File: config.mk
export PLATFORM = sky130hd
export DESIGN_NAME = divcfg_loader
export DESIGN_NICKNAME = d
export VERILOG_FILES = /design/src/rtl/divcfg_pkg.sv /design/src/rtl/divcfg_edge.sv /design/src/rtl/divcfg_shift.sv /design/src/rtl/divcfg_select.sv /design/src/rtl/divcfg_decode.sv /design/src/rtl/divcfg_loader.sv
export SDC_FILE = /design/constraint.sdc
export NUM_CORES = 1
export LEC_CHECK = 0
export BUFFER_PORTS_ARGS = -buffer_cell sky130_fd_sc_hd__buf_2
export CAP_MARGIN = 20
export CORE_ASPECT_RATIO = 1.1
export CORE_UTILIZATION = 45
export DETAILED_ROUTE_END_ITERATION = 8
export PLACE_DENSITY_LB_ADDON = 0.15
export SETUP_SLACK_MARGIN = 0.5
export SYNTH_ARGS = -nofsm -noshare
export SYNTH_HDL_FRONTEND = slang
export SYNTH_HIERARCHICAL = 1
export SYNTH_SLANG_ARGS = --single-unit
File: constraint.sdc
create_clock -name clk -period 3.3 [get_ports clk]
set_clock_uncertainty 0.15 [all_clocks]
set_input_delay 0.165 -clock clk [delete_from_list [all_inputs] [get_ports clk]]
set_output_delay 0.165 -clock clk [all_outputs]
set_load 0.02 [all_outputs]
File: src/rtl/divcfg_pkg.sv
package divcfg_pkg;
  parameter int M_W   = 9;
  parameter int N_W   = 3;
  parameter int FR_W  = M_W + N_W;
  parameter int DIV_W = (1 << (N_W - 1)) + 1;

  typedef struct packed {
    logic [M_W-1:0] m;
    logic [N_W-1:0] n;
  } cfg_t;

  // Upper code bit set halves the ratio; lower bits select a power of two.
  function automatic logic [DIV_W-1:0] ratio_of(input logic [N_W-1:0] code);
    logic [DIV_W-1:0] r;
    r = DIV_W'(1) << code[N_W-2:0];
    if (!code[N_W-1]) r = r << 1;
    return r;
  endfunction
endpackage

File: src/rtl/divcfg_edge.sv
module divcfg_edge #(
  parameter int W = 3
) (
  input  logic         clk,
  input  logic         clr,
  input  logic [W-1:0] sig,
  output logic [W-1:0] prev,
  output logic [W-1:0] rise,
  output logic [W-1:0] fall
);
  for (genvar i = 0; i < W; i++) begin : g_bit
    always_ff @(posedge clk) begin
      if (clr) prev[i] <= 1'b0;
      else     prev[i] <= sig[i];
    end
    assign rise[i] = sig[i] & ~prev[i];
    assign fall[i] = ~sig[i] & prev[i];
  end
endmodule

File: src/rtl/divcfg_shift.sv
module divcfg_shift
  import divcfg_pkg::*;
(
  input  logic            clk,
  input  logic            clr,
  input  logic            shift_en,
  input  logic            bit_in,
  output logic [FR_W-1:0] sh
);
  always_ff @(posedge clk) begin
    if (clr)           sh <= '0;
    else if (shift_en) sh <= {sh[FR_W-2:0], bit_in};
  end
endmodule

File: src/rtl/divcfg_select.sv
module divcfg_select
  import divcfg_pkg::*;
(
  input  logic            clk,
  input  logic            clr,
  input  cfg_t            par_cfg,
  input  logic [FR_W-1:0] sh,
  input  logic            par_low,
  input  logic            par_rise,
  input  logic            ser_high,
  input  logic            ser_fall,
  output cfg_t            cfg,
  output logic            frozen,
  output logic            transp
);
  cfg_t nxt;
  logic nxt_transp;

  // Priority: serial load level, serial fall, parallel transparent, parallel capture.
  always_comb begin
    nxt        = cfg;
    nxt_transp = 1'b0;
    if (ser_high || ser_fall) begin
      nxt = cfg_t'(sh);
    end else if (par_low) begin
      nxt        = par_cfg;
      nxt_transp = 1'b1;
    end else if (par_rise) begin
      nxt = par_cfg;
    end
  end

  always_ff @(posedge clk) begin
    if (clr) begin
      cfg    <= '0;
      transp <= 1'b0;
      frozen <= 1'b0;
    end else begin
      cfg    <= nxt;
      transp <= nxt_transp;
      if (ser_fall)                  frozen <= 1'b1;
      else if (par_low && !ser_high) frozen <= 1'b0;
    end
  end
endmodule

File: src/rtl/divcfg_decode.sv
module divcfg_decode
  import divcfg_pkg::*;
#(
  parameter int M_LO = 125,
  parameter int M_HI = 350
) (
  input  cfg_t             cfg,
  output logic [DIV_W-1:0] ratio,
  output logic             range_err
);
  localparam logic [M_W-1:0] LO_V = M_W'(M_LO);
  localparam logic [M_W-1:0] HI_V = M_W'(M_HI);

  assign ratio     = ratio_of(cfg.n);
  assign range_err = (cfg.m < LO_V) || (cfg.m > HI_V);
endmodule

File: src/rtl/divcfg_loader.sv
module divcfg_loader
  import divcfg_pkg::*;
#(
  parameter int M_LO = 125,
  parameter int M_HI = 350
) (
  input  logic             clk,
  input  logic             hard_clr,
  input  logic             par_ld_n,
  input  logic [M_W-1:0]   par_m,
  input  logic [N_W-1:0]   par_n,
  input  logic             ser_clk,
  input  logic             ser_dat,
  input  logic             ser_ld,
  output logic [M_W-1:0]   m_val,
  output logic [N_W-1:0]   n_code,
  output logic [DIV_W-1:0] out_div,
  output logic             test_out,
  output logic             m_range_err
);
  localparam int IX_SCK = 0;
  localparam int IX_SLD = 1;
  localparam int IX_PLD = 2;
  localparam int NSTB   = 3;

  logic [NSTB-1:0] stb, stb_prev, stb_rise, stb_fall;
  logic [FR_W-1:0] sh_q;
  logic            frozen, transp, shift_en;
  logic            sl_prev, pl_prev;
  cfg_t            cfg, par_cfg;

  assign stb[IX_SCK] = ser_clk;
  assign stb[IX_SLD] = ser_ld;
  assign stb[IX_PLD] = par_ld_n;
  assign sl_prev     = stb_prev[IX_SLD];
  assign pl_prev     = stb_prev[IX_PLD];

  divcfg_edge #(.W(NSTB)) u_edge (
    .clk(clk), .clr(hard_clr), .sig(stb),
    .prev(stb_prev), .rise(stb_rise), .fall(stb_fall)
  );

  assign shift_en = stb_rise[IX_SCK] && !ser_ld && par_ld_n && !frozen;

  divcfg_shift u_shift (
    .clk(clk), .clr(hard_clr), .shift_en(shift_en), .bit_in(ser_dat), .sh(sh_q)
  );

  assign par_cfg = '{m: par_m, n: par_n};

  divcfg_select u_sel (
    .clk(clk), .clr(hard_clr), .par_cfg(par_cfg), .sh(sh_q),
    .par_low(!par_ld_n), .par_rise(stb_rise[IX_PLD]),
    .ser_high(ser_ld), .ser_fall(stb_fall[IX_SLD]),
    .cfg(cfg), .frozen(frozen), .transp(transp)
  );

  divcfg_decode #(.M_LO(M_LO), .M_HI(M_HI)) u_dec (
    .cfg(cfg), .ratio(out_div), .range_err(m_range_err)
  );

  assign m_val    = cfg.m;
  assign n_code   = cfg.n;
  assign test_out = transp ? 1'b0 : sh_q[FR_W-1];
endmodule

# Yosys cells after proc, flatten, opt, wreduce, memory -nomap -nowiden
# Cells that the tools add are included.
# word_totals
reg_bits,29
out_inout_bits,19
wordCells,37
# classes
bitwise_logic,6
reduce_logical,11
magnitude_cmp,2
mux,8
shifts,1
n_eq_ne,1
# ops
op,n
$mux W12,3
$gt A9 B9 Y1 const B,1
$lt A9 B7 Y1 const B,1
$mux W5,1
$shl A1 B2 Y5 const A,1
$logic_and A1 B1 Y1,4
$mux W1,4
$and A1 B1 Y1,3
$logic_not A1 Y1,3
$ne A3 B1 Y1 const B,1
$not A1 Y1,3
$logic_or A1 B1 Y1,2
$reduce_bool A2 Y1,1
$reduce_or A2 Y1,1

# Depth between registers and ports, before layout
# Gate-level depths: netlist (run 1).
# depth
ltp_word,5
mapped_depth,6

# Modules after synthesis
# Netlist (run 1), hierarchy kept.
# modules_own_cells
mod,seq_area_each_um2,area_per_inst_um2,instances,cells_each
divcfg_select,280.3,675.6,1,75
divcfg_shift,240.2,420.4,1,38
divcfg_edge,60.1,116.4,1,12
divcfg_decode,0.0,107.6,1,16
divcfg_loader,0.0,22.5,1,3

# Worst setup path before layout (run 1)
# OpenSTA, ideal clock, no wires.
# synth_timing
path_type,register to register
startpoint,register u_edge.prev[1]
endpoint,register u_sel/cfg[0] (netlist name)
arrival_ns,1.391
setup_slack_ns,1.613
setup_time_ns,0.145
stages_incl_launch_ff,7
synth_period_minus_slack_ns,1.687
path_cell_list,dfxtp_1 > nor2b_1 > or4_1 > buf_2 > buf_6 > nor2_1 > a311oi_2
# synth_between
elab_chain_cells,3
elab_cells_between_ends,4
# synth_rtl
item,line,source
"start, declared",divcfg_edge.sv:7,"output logic [W-1:0] prev,"
"start signal, assigned by index",divcfg_edge.sv:14,else prev[i] <= sig[i];
$and A1 B1 Y1 (*),divcfg_edge.sv:17,assign fall[i] = ~sig[i] & prev[i];
named net stb_fall[1],divcfg_loader.sv:26,"logic [NSTB-1:0] stb, stb_prev, stb_rise, stb_fall;"
$logic_or A1 B1 Y1 (*),divcfg_select.sv:23,if (ser_high || ser_fall) begin
$ne A3 B1 Y1 (no line) / $mux W12 (equally long branches),-,
# Mark *: on every way through the listed nets, which the timed path passes. The rest lies on a longest branch.
# A chain may end at the register's enable or synchronous reset.

# Worst setup path in the final report (run 1)
# layout_timing
startpoint,input port par_ld_n
endpoint,register u_sel/cfg[2] (netlist name)
# layout_between
elab_chain_cells,2
elab_cells_between_ends,4
# layout_rtl
item,line,source
"start, declared",divcfg_loader.sv:9,"input logic par_ld_n,"
$and A1 B1 Y1,divcfg_edge.sv:16,assign rise[i] = sig[i] & ~prev[i];
named net stb_rise[2],divcfg_loader.sv:26,
$ne A3 B1 Y1 (no line),-,
# The timed path passes the listed nets, and every way through them passes these cells.

==> impl_metrics.json, run 1 <==
{
  "setup_slack_ns": 1.164,
  "cp-end-kind": "register",
  "areaGrowthSynthToFinish_pct": 28.45,
  "crit_path_max_fanout": 24,
  "antenna_found_initial": 0,
  "nNetsFinal": 209,
  "ir_drop_uv": 300.6,
  "path_clk_slew_ns": 0.09,
  "antenna_cells": 0,
  "crit_arrival_ns": 2.14,
  "cp.required_ns": 3.31,
  "slowest_delay_ns": 0.83,
  "io_buffers": 36,
  "grt_max_degree": 30,
  "max_slew_margin_pct": 40.41,
  "path_cells": "dlygate4sd3_1 -> buf_2 -> nor2b_1 -> or4_1 -> nor2_1 -> a311oi_2",
  "synth_nets": 159,
  "path_class": "input pin to register",
  "cts_tree": "done",
  "syn_inst": 141,
  "root_buffer": "clkbuf_4",
  "io-pin-count": 37,
  "grt_pass1_wl_microns": 4498,
  "place.gp.congestion": 0.7159,
  "core_area_sq_um": 2778,
  "crit_path_start_kind": "input pin",
  "dpl.hpwl_microns": 1835,
  "final_max_slew_viol_count": 0,
  "cts_htree_levels": 2,
  "grt_usage_pct": 20.23,
  "drive_gt1_share_pct": 28.80,
  "slowest_stage": "or4_1",
  "rsz0062_at_grt": "false",
  "grt-ovfl-total": 0,
  "clk_latency_ns": 0.32,
  "ys_warn_count": 6,
  "drv_cap": 0,
  "vias_per_cell": 5.196,
  "drc_errors": 0,
  "vias": 1164,
  "layout_commonest_cell": "buf_2",
  "drt_iter0_drc": 15,
  "fin_crit_sh_pct": 64.73,
  "synth_area_sq_um": 1324,
  "max_freq_mhz": 468.2,
  "ant_nets": 0,
  "status": "completed",
  "tns_ns": 0,
  "dr.pass1.iters": 4,
  "syn_area_per_cell_sq_um": 9.388,
  "start_util_pct": 47.66,
  "final_cell_mix": "36 x buf_2, 29 x nor2_1, 29 x dfxtp_1",
  "hold_viol": 0,
  "cts_made_buffers": 5,
  "tightest_slew_ns": 0.8938,
  "grt_pass1_vias": 1050,
  "rows": 20,
  "min_path_type": "input pin to register",
  "finalSetupViolCount": 0,
  "p_leak_nw": 0.7100,
  "period_minus_slack_ns": 2.136,
  "pre_cts_ws_ns": 1.148,
  "clk_path_buf_depth": 2,
  "routedWlPerCell_microns": 12.31,
  "cts_num_sinks": 29,
  "powerDensity_nw_per_um2": 412.8,
  "die_area_sq_um": 3163,
  "wirelength_microns": 2758,
  "dieWidth_microns": 53.72,
  "nFillCells": 247,
  "die_y_microns": 58.89
}
==> sequential cells by signal (all words and copies together), names as in the netlist <==
signal and count:
u_edge/prev 3, u_sel/frozen 1, u_shift/sh 12, u_sel/transp 1
u_sel/cfg 12
==> final timing paths <==
check,from,cells after the start,slack [ns],end
worst min register to register,u_sel/frozen$_SDFFE_PP0P_,2,0.34,u_sel/frozen$_SDFFE_PP0P_
worst min-delay path,ser_ld,2,0.07,u_sel/transp$_SDFF_PP0_
worst max-delay path,par_ld_n,6,1.16,u_sel/cfg[2]$_SDFFE_PP0P_
worst max register to register,u_edge/prev[1]$_SDFF_PP0_,4,1.25,u_sel/cfg[2]$_SDFFE_PP0P_
==> metrics by stage <==
step / power [mW] / hold WS [ns] / cell area [sq um] / utilization (%) / cells
5_1_grt: 0.7393 / 0.07198 / 1700 / 61.22 / 224
3_5_place_dp: 0.4837 / 0.2465 / 1495 / 53.83 / 202
2_1_floorplan: 0.4518 / 0.08286 / 1324 / - / 141
4_1_cts: 0.7127 / 0.03945 / 1700 / 61.22 / 224
3_3_place_gp: 0.4809 / 0.2453 / 1495 / 53.83 / 202
6_report: 0.7018 / 0.06637 / 1700 / 61.22 / 224
==> layer usage <==
metal / GRT usage [%] / up-vias / part of all wire (%)
li1: - / 595 / -
met1: 23.40 / 528 / 47
met2: 30.86 / 31 / 45
met3: 8.010 / 10 / 5.0
met4: 12.03 / 0 / 3.4
met5: 0 / - / 0
==> layout make-up <==
class                   count  area [sq um]  share of cell area, %
multi-input cells         100         674.4                  39.66
flip-flops and latches     29         580.6                  34.14
repair buffers             52         337.8                  19.87
clock buffers               7         55.05                  3.238
well taps                  33         41.29                  2.428
inverters                   3         11.26                 0.6623
==> critical path, delay by kind of cell <==
| kind | cells | cell delay [ns] |
|---|---|---|
| simple gates | 3 | 1.24 |
| buf+inv | 2 | 0.67 |
| compound gates | 1 | 0.07 |
==> power breakdown <==
part | total [mW] | internal [mW] | switching (mW)
registers | 0.372 | 0.362 | 0.0101
logic | 0.116 | 0.0525 | 0.0636
clock network | 0.213 | 0.100 | 0.113
total | 0.702 | 0.515 | 0.187
==> repair_timing <==
action	CTS	global route
gates resized for setup	0	0
hold endpoints to repair	15	0
buffers inserted	0	0
hold buffers	15	0
Note: power is estimated with default switching activity, not from simulation.
==> run 2, diff against run 1 <==
Settings changed: ABC_AREA from default to 1.
Clock period 3.3 ns to 1.98 ns, I/O delays scaled along.
==> run 2 against run 1 <==
  * Sequential power is 74% higher
  * Synthesized area is 15% higher
  * Via count is 38% higher
  * Design area is 21% higher
  * Synthesized cell count is 73% higher
  * The run now ends with DRC left
  * Sequential cell count stayed put
  * Sequential share of layout area is 5.0 points lower
  * Register-to-register slack worse by 0.61 ns
==> impl_metrics.json, run 2 <==
{
  "grt_usage_pct": 21.69,
  "root_buffer": "clkbuf_4",
  "rsz0062_at_grt": "true",
  "place.gp.congestion": 0.7966,
  "cts_tree": "done",
  "areaGrowthSynthToFinish_pct": 34.90,
  "cp-end-kind": "output pin",
  "core_area_sq_um": 3127,
  "syn_inst": 244,
  "antenna_cells": 0,
  "syn_area_per_cell_sq_um": 6.230,
  "routedWlPerCell_microns": 10.16,
  "nNetsFinal": 325,
  "synth_nets": 262,
  "cp.required_ns": 1.73,
  "path_class": "register to output pin",
  "hold_viol": 0,
  "min_path_type": "input pin to register",
  "design_area_sq_um": 2051,
  "max_freq_mhz": 676.7,
  "ant_nets": 0,
  "power.total_mw": 1.307,
  "period_minus_slack_ns": 1.478,
  "cts_num_sinks": 29,
  "wirelength_microns": 3463,
  "p_leak_nw": 1.028,
  "final_util_pct": 65.59,
  "violations": "DRC",
  "grt_pass1_vias": 1449,
  "nFillCells": 301,
  "start_util_pct": 48.62,
  "vias": 1609,
  "powerDensity_nw_per_um2": 637.4,
  "dr.pass1.iters": 6,
  "drc_errors": 2,
  "ir_drop_uv": 440.8,
  "vias_per_cell": 4.718,
  "final_cell_mix": "76 x nand2_1, 61 x nor2_1, 33 x buf_2",
  "layout_commonest_cell": "nand2_1",
  "ys_warn_count": 6,
  "crit_arrival_ns": 1.23,
  "grt_max_degree": 25,
  "path_clk_slew_ns": 0.09,
  "cts_made_buffers": 5,
  "antenna_found_initial": 0,
  "dpl.hpwl_microns": 2254,
  "rows": 21,
  "drv_cap": 0,
  "cts_htree_levels": 2,
  "drt_iter0_drc": 66,
  "synth_area_sq_um": 1520,
  "reg_top3": "u_sel/cfg (12), u_shift/sh (12), u_edge/prev (3)",
  "crit_path_start_kind": "register",
  "die_area_sq_um": 3615,
  "tns_ns": 0,
  "die_y_microns": 62.96,
  "grt-ovfl-total": 0,
  "finalSetupViolCount": 0,
  "clk_latency_ns": 0.33,
  "io-pin-count": 37,
  "max_slew_margin_pct": 73.61,
  "status": "finished with violations",
  "grt_pass1_wl_microns": 6044,
  "io_buffers": 36,
  "final_max_slew_viol_count": 0,
  "dieWidth_microns": 57.42,
  "dpl_cell_area_sq_um": 1712,
  "fin_crit_sh_pct": 74.64,
  "clk_path_buf_depth": 2,
  "drive_gt1_share_pct": 24.43,
  "crit_path_max_fanout": 3,
  "tightest_slew_ns": 0.3954
}
[run 2: repair_timing]
item / in CTS / in global routing
pin swaps: 3 / 1
hold buffers: 19 / 0
endpoints found under the setup margin: 4 / 25
endpoints found under the hold margin: 18 / 0
buffers inserted: 5 / 1
resized for setup: 18 / 6
[run 2: where the power goes]
group / switching (mW) / internal (mW) / leakage (nW)
combinational: 0.163 / 0.139 / 0.754
sequential: 0.0277 / 0.619 / 0.242
clock: 0.191 / 0.167 / 0.0314
total: 0.382 / 0.926 / 1.03
[run 2: worst paths after layout]
kind	slack, ns	endpoint	from	depth (start not counted)
worst min register to register	0.34	u_shift/sh[4]$_SDFFE_PP0P_	u_shift/sh[4]$_SDFFE_PP0P_	2
worst max-delay path	0.50	m_range_err	u_sel/cfg[9]$_SDFFE_PP0P_	5
worst max register to register	0.64	u_sel/cfg[10]$_SDFFE_PP0P_	u_edge/prev[1]$_SDFF_PP0_	8
worst min-delay path	0.16	u_sel/cfg[6]$_SDFFE_PP0P_	ser_ld	5
[run 2: area by class of cell]
class	instances	area [sq um]	share of cell area (%)
Multi-Input combinational cell	178	779.5	38.01
Sequential cell	29	596.8	29.10
Timing Repair Buffer	66	475.5	23.18
Inverter	27	101.3	4.942
Clock buffer	7	55.05	2.685
Tap cell	34	42.54	2.074
[run 2: worst max-delay path, stage by stage (launching register included)]
cell	delay (ns)
dfxtp_2	0.35
buf_4	0.11
nand4_1	0.08
o21ai_0	0.15
nand2_1	0.08
buf_6	0.13
[run 2: per-stage QoR]
| stage | instances | hold WS (ns) | worst slack [ns] |
|---|---|---|---|
| floorplan | 244 | 0.02018 | 0.5677 |
| global placement | 309 | 0.1708 | 0.6266 |
| detailed placement | 309 | 0.1793 | 0.6011 |
| CTS | 340 | 0.1529 | 0.4963 |
| global route | 341 | 0.2006 | 0.3997 |
| finish | 341 | 0.1623 | 0.5022 |
[run 2: per-layer routing]
layer	routed length [microns]	global-route usage, %	vias to the layer above
li1	-	-	866
met3	129	4.348	12
met5	0	0	-
met4	107	14.02	0
met1	1580	25.61	693
met2	1646	35.03	38
==> run 3, diff against run 2 <==
Settings changed: ABC_AREA 1 to 0.
Clock period 1.98 ns to 1.4 ns, I/O delays scaled along.
==> run 3 against run 2 <==
  * The run ends with hold timing, setup timing left
  * Sequential power grew 37%
  * Routed wire length increased by 18%
  * Non-clock buffer count grew 9
  * First-iteration DRC count decreased by 50%
  * Clock power rose by 42%
  * Via count shrank 17%
  * Critical path depth down 1
  * Highest routed layer unchanged
==> impl_metrics.json, run 3 (synthesis results as in run 1) <==
{
  "status": "finished with violations",
  "violations": "hold timing, setup timing",
  "r2r_cells": 4,
  "root_buffer": "clkbuf_4",
  "nFillCells": 174,
  "seq_area_sq_um": 619.3,
  "setup_slack_ns": -0.2504,
  "drv_cap": 0,
  "cp-end-kind": "output pin",
  "finalNonFillerCells": 247,
  "crit_path_max_fanout": 3,
  "fin_crit_sh_pct": 117.9,
  "io_buffers": 36,
  "max_freq_mhz": 605.9,
  "reg_top3": "u_sel/cfg (12), u_shift/sh (12), u_edge/prev (3)",
  "period_minus_slack_ns": 1.650,
  "p_int_mw": 1.331,
  "max_slew_margin_pct": 74.53,
  "grt_usage_pct": 24.49,
  "io-pin-count": 37,
  "vias_per_cell": 5.409,
  "comb_power_share_pct": 24.4,
  "grt-ovfl-total": 0,
  "drt_iter0_drc": 33,
  "dieWidth_microns": 53.72,
  "cp.depth": 4,
  "antenna_cells": 0,
  "rows": 20,
  "min_path_type": "input pin to register",
  "multi_input_area_sq_um": 800.8,
  "cts_num_sinks": 29,
  "nNetsFinal": 232,
  "switchingPower_mw": 0.5156,
  "clk_latency_ns": 0.31,
  "crit_path_start_kind": "register",
  "hold_depth": 3,
  "drc_errors": 0,
  "path_class": "register to output pin",
  "hold_viol": 1,
  "finalSetupViolCount": 27,
  "powerDensity_nw_per_um2": 820.9,
  "final_cell_mix": "23 x buf_6, 17 x buf_2, 17 x nor2_1",
  "wirelength_microns": 4070,
  "grt_pass1_wl_microns": 5575,
  "tns_ns": -2.814,
  "ir_drop_uv": 612.4,
  "cts_made_buffers": 5,
  "crit_arrival_ns": 1.43,
  "dpl.hpwl_microns": 1951,
  "slowest_stage": "dfxtp_2",
  "critPathBufInv": 1,
  "p_leak_nw": 0.8960,
  "areaGrowthSynthToFinish_pct": 69.94,
  "drive_gt1_share_pct": 54.67,
  "switching_share_pct": 27.92,
  "ant_nets": 0,
  "holdWs_ns": -0.1088,
  "clk_path_buf_depth": 2,
  "cp_top_family": "flip-flops",
  "layout_commonest_cell": "buf_6",
  "grt_pass1_vias": 1296,
  "clock_power_share_pct": 27.5,
  "grt_max_degree": 30,
  "core_area_sq_um": 2778,
  "cts_tree": "done",
  "dr.pass1.iters": 4,
  "die_y_microns": 58.89,
  "p_seq_share_pct": 48.1,
  "vias": 1336,
  "final_max_slew_viol_count": 0,
  "path_cells": "nand4_1 -> o21ai_2 -> o221ai_2 -> buf_6",
  "die_area_sq_um": 3163,
  "cp.required_ns": 1.18,
  "tightest_slew_ns": 0.3820,
  "design_area_sq_um": 2250,
  "place.gp.congestion": 0.7446,
  "antenna_found_initial": 0,
  "slowest_delay_ns": 0.39,
  "start_util_pct": 47.66,
  "cts_htree_levels": 2,
  "placedCellCount": 209,
  "routedWlPerCell_microns": 16.48,
  "path_clk_slew_ns": 0.10,
  "dpl_cell_area_sq_um": 1669,
  "rsz0062_at_grt": "true"
}
==> run 3: changes by cell type in the layout (fill, tap and decap cells not counted), moves of 16 or more <==
cell / delta
inv_1: -22
nand2_1: -64
buf_6: +19
nor2_1: -44
buf_2: -16
==> run 3: layer usage <==
metal	vias to the layer above	GRT usage, %	wire, microns
li1	646	-	-
met1	629	25.92	1557
met2	50	41.80	2225
met3	11	8.269	191
met4	0	12.78	95
met5	-	0	0
==> run 3: worst paths after layout <==
check / startpoint / slack, ns / endpoint
max reg2reg: u_edge/prev[1]$_SDFF_PP0_ / -0.25 / u_sel/cfg[9]$_SDFFE_PP0P_
min: par_m[0] / -0.11 / u_sel/cfg[3]$_SDFFE_PP0P_
max: u_sel/cfg[7]$_SDFFE_PP0P_ / -0.25 / m_range_err
min reg2reg: u_sel/frozen$_SDFFE_PP0P_ / 0.35 / u_sel/frozen$_SDFFE_PP0P_
==> run 3: power groups by stage <==
stage	clock, mW	combinational [mW]	sequential (mW)
global route	0.555	0.479	0.891
CTS	0.512	0.405	0.887
floorplan	0	0.174	0.926
finish	0.508	0.451	0.888
global placement	0	0.284	0.900
detailed placement	0	0.290	0.902
==> run 3: tightest hold or removal path, cell delays in order <==
cell and delay, ns:
buf_2 0.09, nand2_1 0.07, a311oi_2 0.09
==> run 3: through the flow <==
step / power (mW) / setup WS (ns) / hold WS [ns] / util, %
after floorplan: 1.100 / -0.2193 / -0.01214 / -
after global placement: 1.184 / -0.1900 / 0.1454 / 60.09
after detailed placement: 1.193 / -0.2353 / 0.1521 / 60.09
after CTS: 1.803 / -0.1964 / -0.1307 / 76.67
after global routing: 1.925 / -0.2913 / -0.1170 / 80.99
final: 1.847 / -0.2504 / -0.1088 / 80.99
==> run 3: area by class of cell <==
class / instances / share of cell area, %
multi-input combinational: 100 / 35.60
timing repair buffer: 75 / 31.98
sequential: 29 / 27.53
clock buffer: 7 / 2.447
tap: 33 / 1.835
inverter: 3 / 0.6118
==> run 3: repair_timing <==
| action | 4_1_cts | 5_1_grt |
|---|---|---|
| endpoints found under the hold margin | 15 | 2 |
| hold buffers | 13 | 1 |
| pin swaps | 7 | 3 |
| gates resized for setup | 50 | 20 |
| cloned | 2 | 0 |
| buffers inserted | 11 | 4 |
| endpoints found under the setup margin | 45 | 45 |
